File: src/rtl/aux_pkt_pkg.sv
package aux_pkt_pkg;

  localparam int LEN_W = 5;

  typedef enum logic [1:0] {PK_IDLE, PK_SEND, PK_WAIT, PK_DONE} pk_state_e;
  typedef enum logic [1:0] {RK_BAD, RK_WRITE, RK_READ} req_kind_e;

  localparam logic [3:0] MOT_MASK = 4'b0100;

  // Read/write decision ignores the middle-of-transaction bit.
  function automatic req_kind_e classify(input logic [3:0] code);
    logic [3:0] base;
    base = code & ~MOT_MASK;
    case (base)
      4'h8, 4'h0, 4'h2: return RK_WRITE;
      4'h9, 4'h1:       return RK_READ;
      default:          return RK_BAD;
    endcase
  endfunction

  // Count byte: high nibble transmitted total (3 when bare), low nibble len-1.
  function automatic logic [7:0] count_byte(input logic [LEN_W-1:0] len,
                                            input logic is_wr);
    logic [3:0] lo;
    logic [3:0] hi;
    logic [LEN_W-1:0] tot;
    lo  = (len == '0) ? 4'h0 : 4'(len - LEN_W'(1));
    tot = is_wr ? LEN_W'(len + LEN_W'(4)) : LEN_W'(4);
    hi  = (len == '0) ? 4'h3 : tot[3:0];
    return {hi, lo};
  endfunction

  // Header as four bytes, byte 0 in bits 7:0.
  function automatic logic [31:0] pack_header(input logic [3:0] code,
                                              input logic [19:0] addr,
                                              input logic [LEN_W-1:0] len,
                                              input logic is_wr);
    return {count_byte(len, is_wr), code, addr[19:16], addr[15:8], addr[7:0]};
  endfunction

  function automatic logic [1:0] err_class(input logic [7:0] st);
    case (st)
      8'h01:   return 2'd1;
      8'h02:   return 2'd2;
      8'h03:   return 2'd3;
      default: return 2'd0;
    endcase
  endfunction

endpackage

File: src/rtl/aux_req_check.sv
module aux_req_check
  import aux_pkt_pkg::*;
#(
  parameter int MAX_RD = 16,
  parameter int MAX_WR = 12
) (
  input  logic [3:0]       code,
  input  logic [LEN_W-1:0] len,
  output logic             ok,
  output logic             is_wr
);
  localparam logic [LEN_W:0] RD_LIM = (LEN_W+1)'(MAX_RD);
  localparam logic [LEN_W:0] WR_LIM = (LEN_W+1)'(MAX_WR);

  req_kind_e kind;

  always_comb begin
    kind  = classify(code);
    is_wr = (kind == RK_WRITE);
    case (kind)
      RK_WRITE: ok = ({1'b0, len} <= WR_LIM);
      RK_READ:  ok = ({1'b0, len} <= RD_LIM);
      default:  ok = 1'b0;
    endcase
  end
endmodule

File: src/rtl/aux_tx_seq.sv
module aux_tx_seq
  import aux_pkt_pkg::*;
#(
  parameter int NB = 16
) (
  input  logic             clk,
  input  logic             rst_n,
  input  logic             load,
  input  logic [31:0]      ld_hdr,
  input  logic [LEN_W-1:0] ld_len,
  input  logic             ld_wr,
  input  logic [NB*8-1:0]  ld_pay,
  input  logic             active,
  input  logic             tx_ready,
  output logic             tx_valid,
  output logic [7:0]       tx_data,
  output logic             tx_last,
  output logic             tx_fin
);
  localparam int IW = $clog2(NB + 5);
  localparam int PW = (NB > 1) ? $clog2(NB) : 1;

  logic [IW-1:0] idx_q;
  logic [IW-1:0] total_q;
  logic [31:0]   hdr_q;
  logic [7:0]    pay_q [NB];
  logic [PW-1:0] pidx;
  logic          in_hdr;

  always_ff @(posedge clk) begin
    if (!rst_n) begin
      idx_q   <= '0;
      total_q <= '0;
      hdr_q   <= '0;
    end else if (load) begin
      idx_q   <= '0;
      hdr_q   <= ld_hdr;
      total_q <= ld_wr ? IW'(ld_len) + IW'(4) : IW'(4);
    end else if (tx_valid && tx_ready) begin
      idx_q   <= idx_q + IW'(1);
    end
  end

  always_ff @(posedge clk) begin
    for (int i = 0; i < NB; i++) begin
      if (!rst_n)    pay_q[i] <= '0;
      else if (load) pay_q[i] <= ld_pay[i*8 +: 8];
    end
  end

  always_comb begin
    in_hdr   = (idx_q < IW'(4));
    pidx     = PW'(idx_q - IW'(4));
    tx_valid = active;
    tx_data  = in_hdr ? hdr_q[{idx_q[1:0], 3'b000} +: 8] : pay_q[pidx];
    tx_last  = active && (idx_q == total_q - IW'(1));
    tx_fin   = tx_valid && tx_ready && tx_last;
  end

  AST_IDX_IN_RANGE: assert property (@(posedge clk) disable iff (!rst_n)
    tx_valid |-> (idx_q < total_q));

endmodule

File: src/rtl/aux_rx_collect.sv
module aux_rx_collect
  import aux_pkt_pkg::*;
#(
  parameter int NB = 16
) (
  input  logic             clk,
  input  logic             rst_n,
  input  logic             clear,
  input  logic             active,
  input  logic             rx_valid,
  input  logic [7:0]       rx_data,
  input  logic             rx_last,
  input  logic [LEN_W-1:0] buf_size,
  output logic [7:0]       status,
  output logic [NB*8-1:0]  data_flat,
  output logic [LEN_W-1:0] kept,
  output logic             fin
);
  localparam int PW = (NB > 1) ? $clog2(NB) : 1;

  logic             got_q;
  logic [7:0]       status_q;
  logic [7:0]       dat_q [NB];
  logic [LEN_W-1:0] kept_q;
  logic             take;
  logic             room;
  logic             store;

  always_comb begin
    take  = active && rx_valid;
    room  = (kept_q < buf_size) && (kept_q < LEN_W'(NB));
    store = take && got_q && room;
    fin   = take && rx_last;
  end

  always_ff @(posedge clk) begin
    if (!rst_n || clear) begin
      got_q    <= 1'b0;
      status_q <= '0;
      kept_q   <= '0;
    end else if (take) begin
      if (!got_q) begin
        status_q <= rx_data;
        got_q    <= 1'b1;
      end else if (room) begin
        kept_q   <= kept_q + LEN_W'(1);
      end
    end
  end

  always_ff @(posedge clk) begin
    for (int i = 0; i < NB; i++) begin
      if (!rst_n || clear)
        dat_q[i] <= '0;
      else if (store && (kept_q[PW-1:0] == PW'(i)))
        dat_q[i] <= rx_data;
    end
  end

  genvar g;
  generate
    for (g = 0; g < NB; g++) begin : g_flat
      assign data_flat[g*8 +: 8] = dat_q[g];
    end
  endgenerate

  assign status = status_q;
  assign kept   = kept_q;

  AST_KEEP_CAP: assert property (@(posedge clk) disable iff (!rst_n)
    (kept_q <= buf_size) && (kept_q <= LEN_W'(NB)));

endmodule

File: src/rtl/aux_req_packer.sv
module aux_req_packer
  import aux_pkt_pkg::*;
#(
  parameter int NB     = 16,
  parameter int MAX_WR = 12
) (
  input  logic             clk,
  input  logic             rst_n,
  input  logic             req_valid,
  output logic             req_ready,
  input  logic [3:0]       req_code,
  input  logic [19:0]      req_addr,
  input  logic [LEN_W-1:0] req_len,
  input  logic [NB*8-1:0]  req_data,
  input  logic [LEN_W-1:0] req_buf_size,
  output logic             req_reject,
  output logic             tx_valid,
  input  logic             tx_ready,
  output logic [7:0]       tx_data,
  output logic             tx_last,
  input  logic             rx_valid,
  input  logic [7:0]       rx_data,
  input  logic             rx_last,
  output logic             done_valid,
  output logic [3:0]       done_code,
  output logic [1:0]       done_err,
  output logic [LEN_W-1:0] done_count,
  output logic [NB*8-1:0]  done_data
);
  pk_state_e        state_q;
  logic             acc;
  logic             ok;
  logic             is_wr;
  logic             load;
  logic             wr_q;
  logic             rej_q;
  logic [LEN_W-1:0] len_q;
  logic [LEN_W-1:0] buf_q;
  logic             tx_fin;
  logic             rx_fin;
  logic [7:0]       status;
  logic [NB*8-1:0]  rx_flat;
  logic [LEN_W-1:0] kept;
  logic [31:0]      hdr;

  aux_req_check #(.MAX_RD(NB), .MAX_WR(MAX_WR)) u_chk (
    .code (req_code),
    .len  (req_len),
    .ok   (ok),
    .is_wr(is_wr)
  );

  always_comb begin
    req_ready = (state_q == PK_IDLE);
    acc       = req_valid && req_ready;
    load      = acc && ok;
    hdr       = pack_header(req_code, req_addr, req_len, is_wr);
  end

  aux_tx_seq #(.NB(NB)) u_tx (
    .clk     (clk),
    .rst_n   (rst_n),
    .load    (load),
    .ld_hdr  (hdr),
    .ld_len  (req_len),
    .ld_wr   (is_wr),
    .ld_pay  (req_data),
    .active  (state_q == PK_SEND),
    .tx_ready(tx_ready),
    .tx_valid(tx_valid),
    .tx_data (tx_data),
    .tx_last (tx_last),
    .tx_fin  (tx_fin)
  );

  aux_rx_collect #(.NB(NB)) u_rx (
    .clk      (clk),
    .rst_n    (rst_n),
    .clear    (load),
    .active   (state_q == PK_WAIT),
    .rx_valid (rx_valid),
    .rx_data  (rx_data),
    .rx_last  (rx_last),
    .buf_size (buf_q),
    .status   (status),
    .data_flat(rx_flat),
    .kept     (kept),
    .fin      (rx_fin)
  );

  always_ff @(posedge clk) begin
    if (!rst_n) begin
      state_q <= PK_IDLE;
      wr_q    <= 1'b0;
      rej_q   <= 1'b0;
      len_q   <= '0;
      buf_q   <= '0;
    end else begin
      rej_q <= acc && !ok;
      case (state_q)
        PK_IDLE: if (load) begin
          state_q <= PK_SEND;
          wr_q    <= is_wr;
          len_q   <= req_len;
          buf_q   <= req_buf_size;
        end
        PK_SEND: if (tx_fin) state_q <= PK_WAIT;
        PK_WAIT: if (rx_fin) state_q <= PK_DONE;
        default: state_q <= PK_IDLE;
      endcase
    end
  end

  always_comb begin
    req_reject = rej_q;
    done_valid = (state_q == PK_DONE);
    done_code  = status[7:4];
    done_err   = err_class(status);
    if (done_err != 2'd0) begin
      done_count = '0;
      done_data  = '0;
    end else if (wr_q) begin
      done_count = len_q;
      done_data  = '0;
    end else begin
      done_count = kept;
      done_data  = rx_flat;
    end
  end

  AST_REJECT_QUIET: assert property (@(posedge clk) disable iff (!rst_n)
    req_reject |-> (req_ready && !tx_valid));
  AST_TX_HOLD: assert property (@(posedge clk) disable iff (!rst_n)
    (tx_valid && !tx_ready) |=> (tx_valid && $stable(tx_data) && $stable(tx_last)));
  AST_DONE_PULSE: assert property (@(posedge clk) disable iff (!rst_n)
    done_valid |=> !done_valid);
  AST_ERR_EMPTY: assert property (@(posedge clk) disable iff (!rst_n)
    (done_valid && done_err != 2'd0) |-> (done_count == '0 && done_data == '0));
  AST_READ_CLIP: assert property (@(posedge clk) disable iff (!rst_n)
    (done_valid && !wr_q) |-> (done_count <= buf_q));
  AST_READY_IDLE: assert property (@(posedge clk) disable iff (!rst_n)
    req_ready |-> (!tx_valid && !done_valid));

endmodule

File: config.mk
export PLATFORM = sky130hd
export DESIGN_NAME = aux_req_packer
export DESIGN_NICKNAME = d
export VERILOG_FILES = /design/src/rtl/aux_pkt_pkg.sv /design/src/rtl/aux_req_check.sv /design/src/rtl/aux_tx_seq.sv /design/src/rtl/aux_rx_collect.sv /design/src/rtl/aux_req_packer.sv
export SDC_FILE = /design/constraint.sdc
export NUM_CORES = 1
export LEC_CHECK = 0
export BUFFER_PORTS_ARGS = -buffer_cell sky130_fd_sc_hd__buf_2
export CORE_MARGIN = 4
export CORE_UTILIZATION = 45
export CTS_CLUSTER_SIZE = 30
export DETAILED_ROUTE_END_ITERATION = 8
export GPL_ROUTABILITY_DRIVEN = 0
export HOLD_SLACK_MARGIN = 0.02
export PLACE_DENSITY = 0.68
export SLEW_MARGIN = 40
export SYNTH_ARGS = -nofsm -noshare
export SYNTH_HDL_FRONTEND = slang
export SYNTH_SLANG_ARGS = --single-unit
File: constraint.sdc
create_clock -name clk -period 20.9 [get_ports clk]
set_clock_uncertainty 0.1 [all_clocks]
set_input_delay 4.18 -clock clk [delete_from_list [all_inputs] [get_ports clk]]
set_output_delay 4.18 -clock clk [all_outputs]
set_load 0.01 [all_outputs]
==> flow_summary.toml, run 1 <==
[worst_hold_path]
worstHoldStart = "u_tx.hdr_q[25]"
hold_depth = 2
min_path_type = "reg -> reg"

[synth]
avgSynthCellArea_um2 = 12.7
synth_ff_type = "edfxtp_1"
synth.distinct_cells = 49
async_flop_share = 0
synth_nets = 1335
synth.cell_area_um2 = 14500
netlist.top_cell.by_area = "edfxtp_1"
synth_cells = 1141
ys_warn_count = 0
synth-edff-count = 256
synth-seq-area-share = 0.625
synth_area_leaders = "edfxtp_1 (53%), and2_1 (11%), dfxtp_1 (9.6%)"
ys_ff_latch = 326
synth.top_cell.area_share = 0.528

[floorplanning]
rows = 65
coreArea_um2 = 31700
initial_core_util = 0.459
die_w_um = 188
die_area_um2 = 35300
io_pins = 328
die_height_um = 188

[global_routing]
overflow = 0
grt_pass1_vias = 9805
grt.met2_usage = 0.334
grt_pass1_wl_mm = 55.1
use_met1 = 0.261
antenna_found_initial = 4
grtUsageTotal = 0.199
busiest_layer = "met2"
grt_use_met3 = 0.0499
grt_max_degree = 134

[clock_tree]
cts_buffers = 35
root_buffer = "clkbuf_16"
cts_tree = "yes"
postCtsSetupBuffers = 0
cts.repair.resized = 0
clockBufferDepth = 3
clock_sinks = 326
postCtsHoldBufs = 0
clock_latency_ps = 520
clkTransAtPathRegs_ps = 60
htree_levels = 2

[drt]
drt-initial-drc-count = 760
first_pass_iters = 5
vias_per_cell = 5.17
detail_route.wl_per_cell_um = 19.3
drtAntennaViolNets = 0
drt_wl_total_mm = 36.1
drcViolationCount = 0
vias = 9695

[finish]
regArea_um2 = 9090
multiInputGateArea_um2 = 5050
drive_gt1_frac = 0.320
n_antenna_cell = 0
area_growth_pct = 21.2
fin_nets = 1641
nFillCells = 2687

[sta]
hold_viol = 0
rsz0062_at_grt = "false"
tightest_slew_ps = 828
period_share = 0.339
finalMaxSlewViolations = 0
relSlewSlack = 0.444
hold_slack_ps = 358
tns_ps = 0
setup_violations = 0
fmax_mhz = 141
period_minus_slack_ps = 7080

[setup_path]
crit_start = "u_tx.idx_q[0]"
cp_cell_sequence = "buf_12 -> mux4_2 -> mux4_2 -> mux2_2 -> buf_2"
cpLargestDelayFamily = "multiplexers"
cp_common_cell = "mux4_2"
critPathRequiredTime_ps = 16620
r2r_start = "state_q[0]"
critPathLaunchType = "flip-flop"
critPathArrivalTime_ps = 2800
slowest_delay_ps = 550
reg2reg_depth = 7
cp.depth = 5
path_class = "reg -> out"
worst-path-buf-inv = 2
crit_fanout = 16
endpoint_kind = "output pin"
slowest_stage = "dfxtp_4"

[power_and_ir_drop]
power.density_nw_per_um2 = 90.0
vdd_ir_drop_max_v = 0.0000462
leakagePower_nw = 6.99

[placement]
placement.io_buffers = 327
hpwl_mm = 26.7

[status]
outcome = "complete, no violations"

[flow_run]
maxCapViolCount = 0
-- registers in the layout, summed over array words and instances (netlist names) --
signal and cells:
req_reject 1, state_q 2, u_rx.got_q 1, u_tx.total_q 5
u_tx.pay_q 128, u_tx.hdr_q 32, wr_q 1, u_tx.idx_q 5
len_q 5, u_rx.kept 5, buf_q 5, u_rx.dat_q 128
u_rx.status 8
-- per-stage QoR --
step	cells	worst slack, ps	power, mW	instance area, um2	util
after global placement	1810	13240	1.01	16500	0.519
after CTS	1875	13730	1.60	17600	0.555
after global routing	1875	13680	1.66	17600	0.556
after detailed placement	1812	13300	1.02	16500	0.521
after floorplan	1141	11410	0.926	14500	-
final	1875	13820	1.59	17600	0.556
-- synth_stat cells, drive strengths merged (10+ instances only) --
cell type and number:
clkbuf 51, a21oi 15, buf 23, nand3 10, a22o 28, dfxtp 70, inv 24, nand2 77
o21ai 37, and2 259, edfxtp 256, nor2 152, mux4 48, ha 18
-- kinds of logic (layout without fill, tap and decap cells) --
kind of cell             Yosys count  count (layout)  share of synthesized area
AND/OR/NAND/NOR                  521             521                      0.184
flip-flops                       326             326                      0.625
AO/OA/AOI/OAI                    101             101                     0.0517
buffers and inverters             98             430                     0.0302
multiplexers                      63              63                     0.0854
adder cells (fa/ha/maj)           18              18                     0.0155
XOR/XNOR                          14              14                    0.00843
-- cell usage in the layout, fill, tap and decap left out, types with 4 or more instances in the layout --
cell,Yosys,routed
clkinvlp_4,0,4
xnor2_1,8,8
a21oi_1,14,14
clkinv_1,0,7
o21ai_0,36,27
clkbuf_16,0,36
a311oi_2,4,4
dfxtp_1,70,67
nand3_1,10,10
xor2_1,6,6
clkbuf_1,51,10
nand2_1,77,77
mux2_2,9,9
nor3_1,5,4
inv_1,22,22
nor2_1,152,150
buf_2,9,327
buf_4,4,11
a22o_1,28,28
mux4_2,48,48
o21ai_2,1,4
nand2b_1,4,4
mux2i_1,6,6
ha_1,18,18
and2_1,259,259
edfxtp_1,256,256
or2_2,3,5
o21ai_1,0,6
-- final timing paths --
kind                            slack [ps]                end
worst max-delay path                 13820         tx_data[0]
worst min-delay path                   360     u_tx.hdr_q[25]
worst max register to register       17820  u_rx.dat_q[1][12]
worst min register to register         360     u_tx.hdr_q[25]
-- power breakdown --
group          switching, mW  leakage (nW)  internal (mW)
logic                  0.127          3.22         0.0995
registers             0.0214          3.25          0.758
clock network          0.240         0.511          0.343
-- metal layers --
metal / vias up / routed length, um
met5: - / 45
met4: 8 / 863
li1: 4606 / -
met3: 62 / 3160
met2: 438 / 17400
met1: 4581 / 14700
-- cell type report --
type,count,share of cell area
flip-flops and latches,326,0.516
multi-input cells,717,0.286
clock inverters,17,0.00859
repair buffers,343,0.102
clock buffers,46,0.0532
inverters,24,0.00539
well taps,402,0.0285
-- worst min-delay path: cells and delay by family (launching register included) --
| family | cells | cell delay [ps] |
|---|---|---|
| simple gates | 1 | 50 |
| compound gates | 1 | 50 |
| flops | 1 | 320 |
Power figures use the tool's default switching activity.
==> inputs of run 2 (changes only) <==
--- a/config.mk
+++ b/config.mk
@@ -12,7 +12,7 @@
 export DETAILED_ROUTE_END_ITERATION = 8
 export GPL_ROUTABILITY_DRIVEN = 0
 export HOLD_SLACK_MARGIN = 0.02
-export PLACE_DENSITY = 0.68
+export PLACE_DENSITY = 0.71
 export SLEW_MARGIN = 40
 export SYNTH_ARGS = -nofsm -noshare
 export SYNTH_HDL_FRONTEND = slang
==> constraint.sdc (replaced) <==
create_clock -name clk -period 5.9 [get_ports clk]
set_clock_uncertainty 0.1 [all_clocks]
set_input_delay 1.18 -clock clk [delete_from_list [all_inputs] [get_ports clk]]
set_output_delay 1.18 -clock clk [all_outputs]
set_load 0.01 [all_outputs]
==> flow_summary.toml, run 2 (synthesized netlist as in run 1, its figures left out) <==
[status]
outcome = "complete, no violations"

[drt]
first_pass_iters = 5
drtAntennaViolNets = 0
detail_route.wl_per_cell_um = 19.0
drcViolationCount = 0
vias = 9650
drt-initial-drc-count = 706
drt_wl_total_mm = 35.8
vias_per_cell = 5.13

[floorplanning]
coreArea_um2 = 31700
die_area_um2 = 35300
initial_core_util = 0.459
rows = 65
die_height_um = 188
die_w_um = 188
io_pins = 328

[placement]
place_area_um2 = 16500
hpwl_mm = 26.0
dpl.cell_count = 1817
placement.io_buffers = 327

[global_routing]
grt_max_degree = 145
antenna_found_initial = 3
grtUsageTotal = 0.198
grt_pass1_wl_mm = 55.0
overflow = 0
grt_pass1_vias = 9663

[clock_tree]
cts_buffers = 35
clock_latency_ps = 500
postCtsSetupBuffers = 0
cts.repair.resized = 0
clock_sinks = 326
clkTransAtPathRegs_ps = 60
postCtsHoldBufs = 0
clockBufferDepth = 3
cts_tree = "yes"
htree_levels = 2
root_buffer = "clkbuf_16"

[sta]
period_minus_slack_ps = 4270
fmax_mhz = 234
hold_viol = 0
period_share = 0.723
tns_ps = 0
finalMaxSlewViolations = 0
tightest_slew_ps = 866
setup_violations = 0
relSlewSlack = 0.423
rsz0062_at_grt = "false"

[setup_path]
critPathArrivalTime_ps = 2990
endpoint_kind = "output pin"
cp_cell_sequence = "buf_4 -> mux4_2 -> mux4_2 -> mux2_2 -> buf_2"
cp_common_cell = "mux4_2"
critPathRequiredTime_ps = 4620
slowest_delay_ps = 790
crit_fanout = 29
slowest_stage = "dfxtp_2"
path_class = "reg -> out"
critPathLaunchType = "flip-flop"

[finish]
mostFrequentLayoutCell = "buf_2"
area_growth_pct = 21.8
n_antenna_cell = 0
drive_gt1_frac = 0.324
instances_no_fill = 1880
final_cell_area_um2 = 17700
reg_top3 = "u_rx.dat_q (128), u_tx.pay_q (128), u_tx.hdr_q (32)"
final_cell_mix = "buf_2 (327), and2_1 (259), edfxtp_1 (256)"
fin_nets = 1647

[flow_run]
maxCapViolCount = 0

[power_and_ir_drop]
vdd_ir_drop_max_v = 0.000244
leakagePower_nw = 7.06
power.density_nw_per_um2 = 324

[worst_hold_path]
min_path_type = "reg -> reg"
run 2: stage by stage:
step / total power [mW] / hold slack [ps] / util / setup slack [ps]
after floorplan: 3.27 / 320 / - / 1430
final: 5.74 / 359 / 0.559 / 1630
after global routing: 5.96 / 393 / 0.559 / 1500
after CTS: 5.78 / 367 / 0.558 / 1500
after detailed placement: 3.61 / 352 / 0.522 / 1870
after global placement: 3.59 / 344 / 0.522 / 1920
run 2: where the power goes:
group          internal (mW)  switching (mW)  total (mW)  leakage [nW]
logic                  0.353           0.436       0.789          3.25
registers               2.68          0.0826        2.77          3.25
clock network           1.30           0.879        2.18         0.564
total                   4.34            1.40        5.74          7.06
run 2: area by class of cell:
type | count | area [um2]
tap | 402 | 503
fill | 2618 | 14000
multi-input combinational | 717 | 5030
timing repair buffer | 349 | 1840
clock buffer | 44 | 972
clock inverter | 18 | 181
sequential | 326 | 9090
inverter | 24 | 95.1
run 2: metal layers:
metal | vias up | global-route usage | routed length, um | share of wire
li1 | 4614 | - | - | -
met1 | 4522 | 0.253 | 14000 | 0.39
met2 | 460 | 0.347 | 17900 | 0.50
met3 | 48 | 0.0456 | 3340 | 0.093
met4 | 6 | 0.0423 | 585 | 0.016
met5 | - | 0 | 33 | 0.00092
run 2: path summary, 6_finish.rpt:
check	startpoint	to	slack, ps	depth (start not counted)
worst max-delay path	u_tx.idx_q[1]	tx_data[6]	1630	5
worst min-delay path	len_q[4]	len_q[4]	360	2
worst max register to register	u_rx.kept[1]	u_rx.dat_q[1][48]	2960	6
worst min register to register	len_q[4]	len_q[4]	360	2
run 2: worst max-delay path, delay by kind of cell, from the launching register on:
family,cells,cell delay (ps)
muxes,3,1190
DFF,1,790
buffers and inverters,2,510
==> inputs of run 3 (changes only) <==
==> constraint.sdc (replaced) <==
create_clock -name clk -period 3.9 [get_ports clk]
set_clock_uncertainty 0.1 [all_clocks]
set_input_delay 0.78 -clock clk [delete_from_list [all_inputs] [get_ports clk]]
set_output_delay 0.78 -clock clk [all_outputs]
set_load 0.01 [all_outputs]
==> flow_summary.toml, run 3 (synthesized netlist as in run 1, its figures left out) <==
[power_and_ir_drop]
power.density_nw_per_um2 = 485
leakagePower_nw = 7.08
vdd_ir_drop_max_v = 0.000292

[drt]
drtAntennaViolNets = 0
drt-initial-drc-count = 731
first_pass_iters = 7
vias = 9668
vias_per_cell = 5.12
drt_wl_total_mm = 35.4
drcViolationCount = 0
detail_route.wl_per_cell_um = 18.8

[finish]
reg_top3 = "u_rx.dat_q (128), u_tx.pay_q (128), u_tx.hdr_q (32)"
drive_gt1_frac = 0.325
fin_nets = 1656
instances_no_fill = 1887
nFillCells = 2668
final_cell_mix = "buf_2 (327), and2_1 (259), edfxtp_1 (256)"
area_growth_pct = 22.1
n_antenna_cell = 0
mostFrequentLayoutCell = "buf_2"

[placement]
hpwl_mm = 26.2
dpl.cell_count = 1827
placement.io_buffers = 327

[floorplanning]
rows = 65
initial_core_util = 0.459
die_w_um = 188
die_height_um = 188
coreArea_um2 = 31700
die_area_um2 = 35300
io_pins = 328

[worst_hold_path]
hold_depth = 2
min_path_type = "reg -> reg"
hold_end = "u_rx.status[2]"
worstHoldStart = "u_rx.status[2]"

[setup_path]
reg2reg_depth = 6
crit_fanout = 18
cp_common_cell = "mux4_2"
slowest_delay_ps = 590
slowest_stage = "dfxtp_4"
cp_cell_sequence = "buf_12 -> mux4_2 -> mux4_2 -> mux2_2 -> buf_2"
ff2ff_setup_slack_ps = 1140
critPathLaunchType = "flip-flop"
endpoint_kind = "output pin"
path_class = "reg -> out"
critPathArrivalTime_ps = 2870
critPathRequiredTime_ps = 3020
crit_start = "u_tx.idx_q[0]"
worstReg2RegEnd = "u_rx.dat_q[1][55]"
r2r_start = "u_rx.kept[1]"

[sta]
fmax_mhz = 267
rsz0062_at_grt = "false"
relSlewSlack = 0.513
setup_violations = 0
tns_ps = 0
hold_viol = 0
period_minus_slack_ps = 3750
period_share = 0.961
finalMaxSlewViolations = 0
tightest_slew_ps = 731

[clock_tree]
clkTransAtPathRegs_ps = 60
clock_latency_ps = 500
clockBufferDepth = 3
postCtsHoldBufs = 0
cts_tree = "yes"
postCtsSetupBuffers = 0
clock_sinks = 326
htree_levels = 2
cts_buffers = 35
root_buffer = "clkbuf_16"
cts.repair.resized = 0

[global_routing]
grt_pass1_wl_mm = 54.6
grt_pass1_vias = 9620
grt_max_degree = 143
antenna_found_initial = 4
grtUsageTotal = 0.196
overflow = 0

[flow_run]
maxCapViolCount = 0

[status]
outcome = "complete, no violations"
[run 3: how the worst max path moves through the flow]
stage	endpoint	slack, ps	depth (start not counted)
2_1_floorplan	u_tx.pay_q[0][0]	580	7
3_3_place_gp	tx_data[2]	650	5
3_5_place_dp	tx_data[5]	610	5
4_1_cts	tx_data[5]	70	5
5_1_grt	tx_data[5]	30	5
6_report	tx_data[2]	150	5
[run 3: metal layers]
metal,wire [um],vias to the layer above,global-route usage
li1,-,4635,-
met1,14000,4520,0.255
met2,17600,449,0.336
met3,3000,56,0.0460
met4,732,8,0.0466
met5,47,-,0
[run 3: power by group]
part	leakage (nW)	internal, mW	switching (mW)
clock network	0.536	1.91	1.31
logic	3.30	0.546	0.661
registers	3.25	4.06	0.120
total	7.08	6.52	2.09
[run 3: cell type report]
cell class                      count  area, um2  area share
Timing Repair Buffer              358       1940       0.109
Clock inverter                     20        210      0.0118
Multi-Input combinational cell    717       5030       0.283
Tap cell                          402        503      0.0283
Inverter                           24       95.1     0.00535
Clock buffer                       40        895      0.0504
Sequential cell                   326       9090       0.512
[run 3: per-stage QoR]
step | hold slack [ps] | setup WS, ps | power [mW] | cell area [um2] | util
4_1_cts | 356 | 73.7 | 8.70 | 17800 | 0.560
2_1_floorplan | 320 | 579 | 4.95 | 14600 | -
6_report | 352 | 153 | 8.61 | 17800 | 0.560
3_3_place_gp | 340 | 652 | 5.45 | 16700 | 0.525
3_5_place_dp | 343 | 607 | 5.48 | 16700 | 0.525
5_1_grt | 379 | 31.6 | 8.98 | 17800 | 0.560
[run 3: critical path, delay by kind of cell (launching register included)]
kind,cells,cell delay [ps]
multiplexers,3,1380
buffers and inverters,2,380
flip-flops,1,590
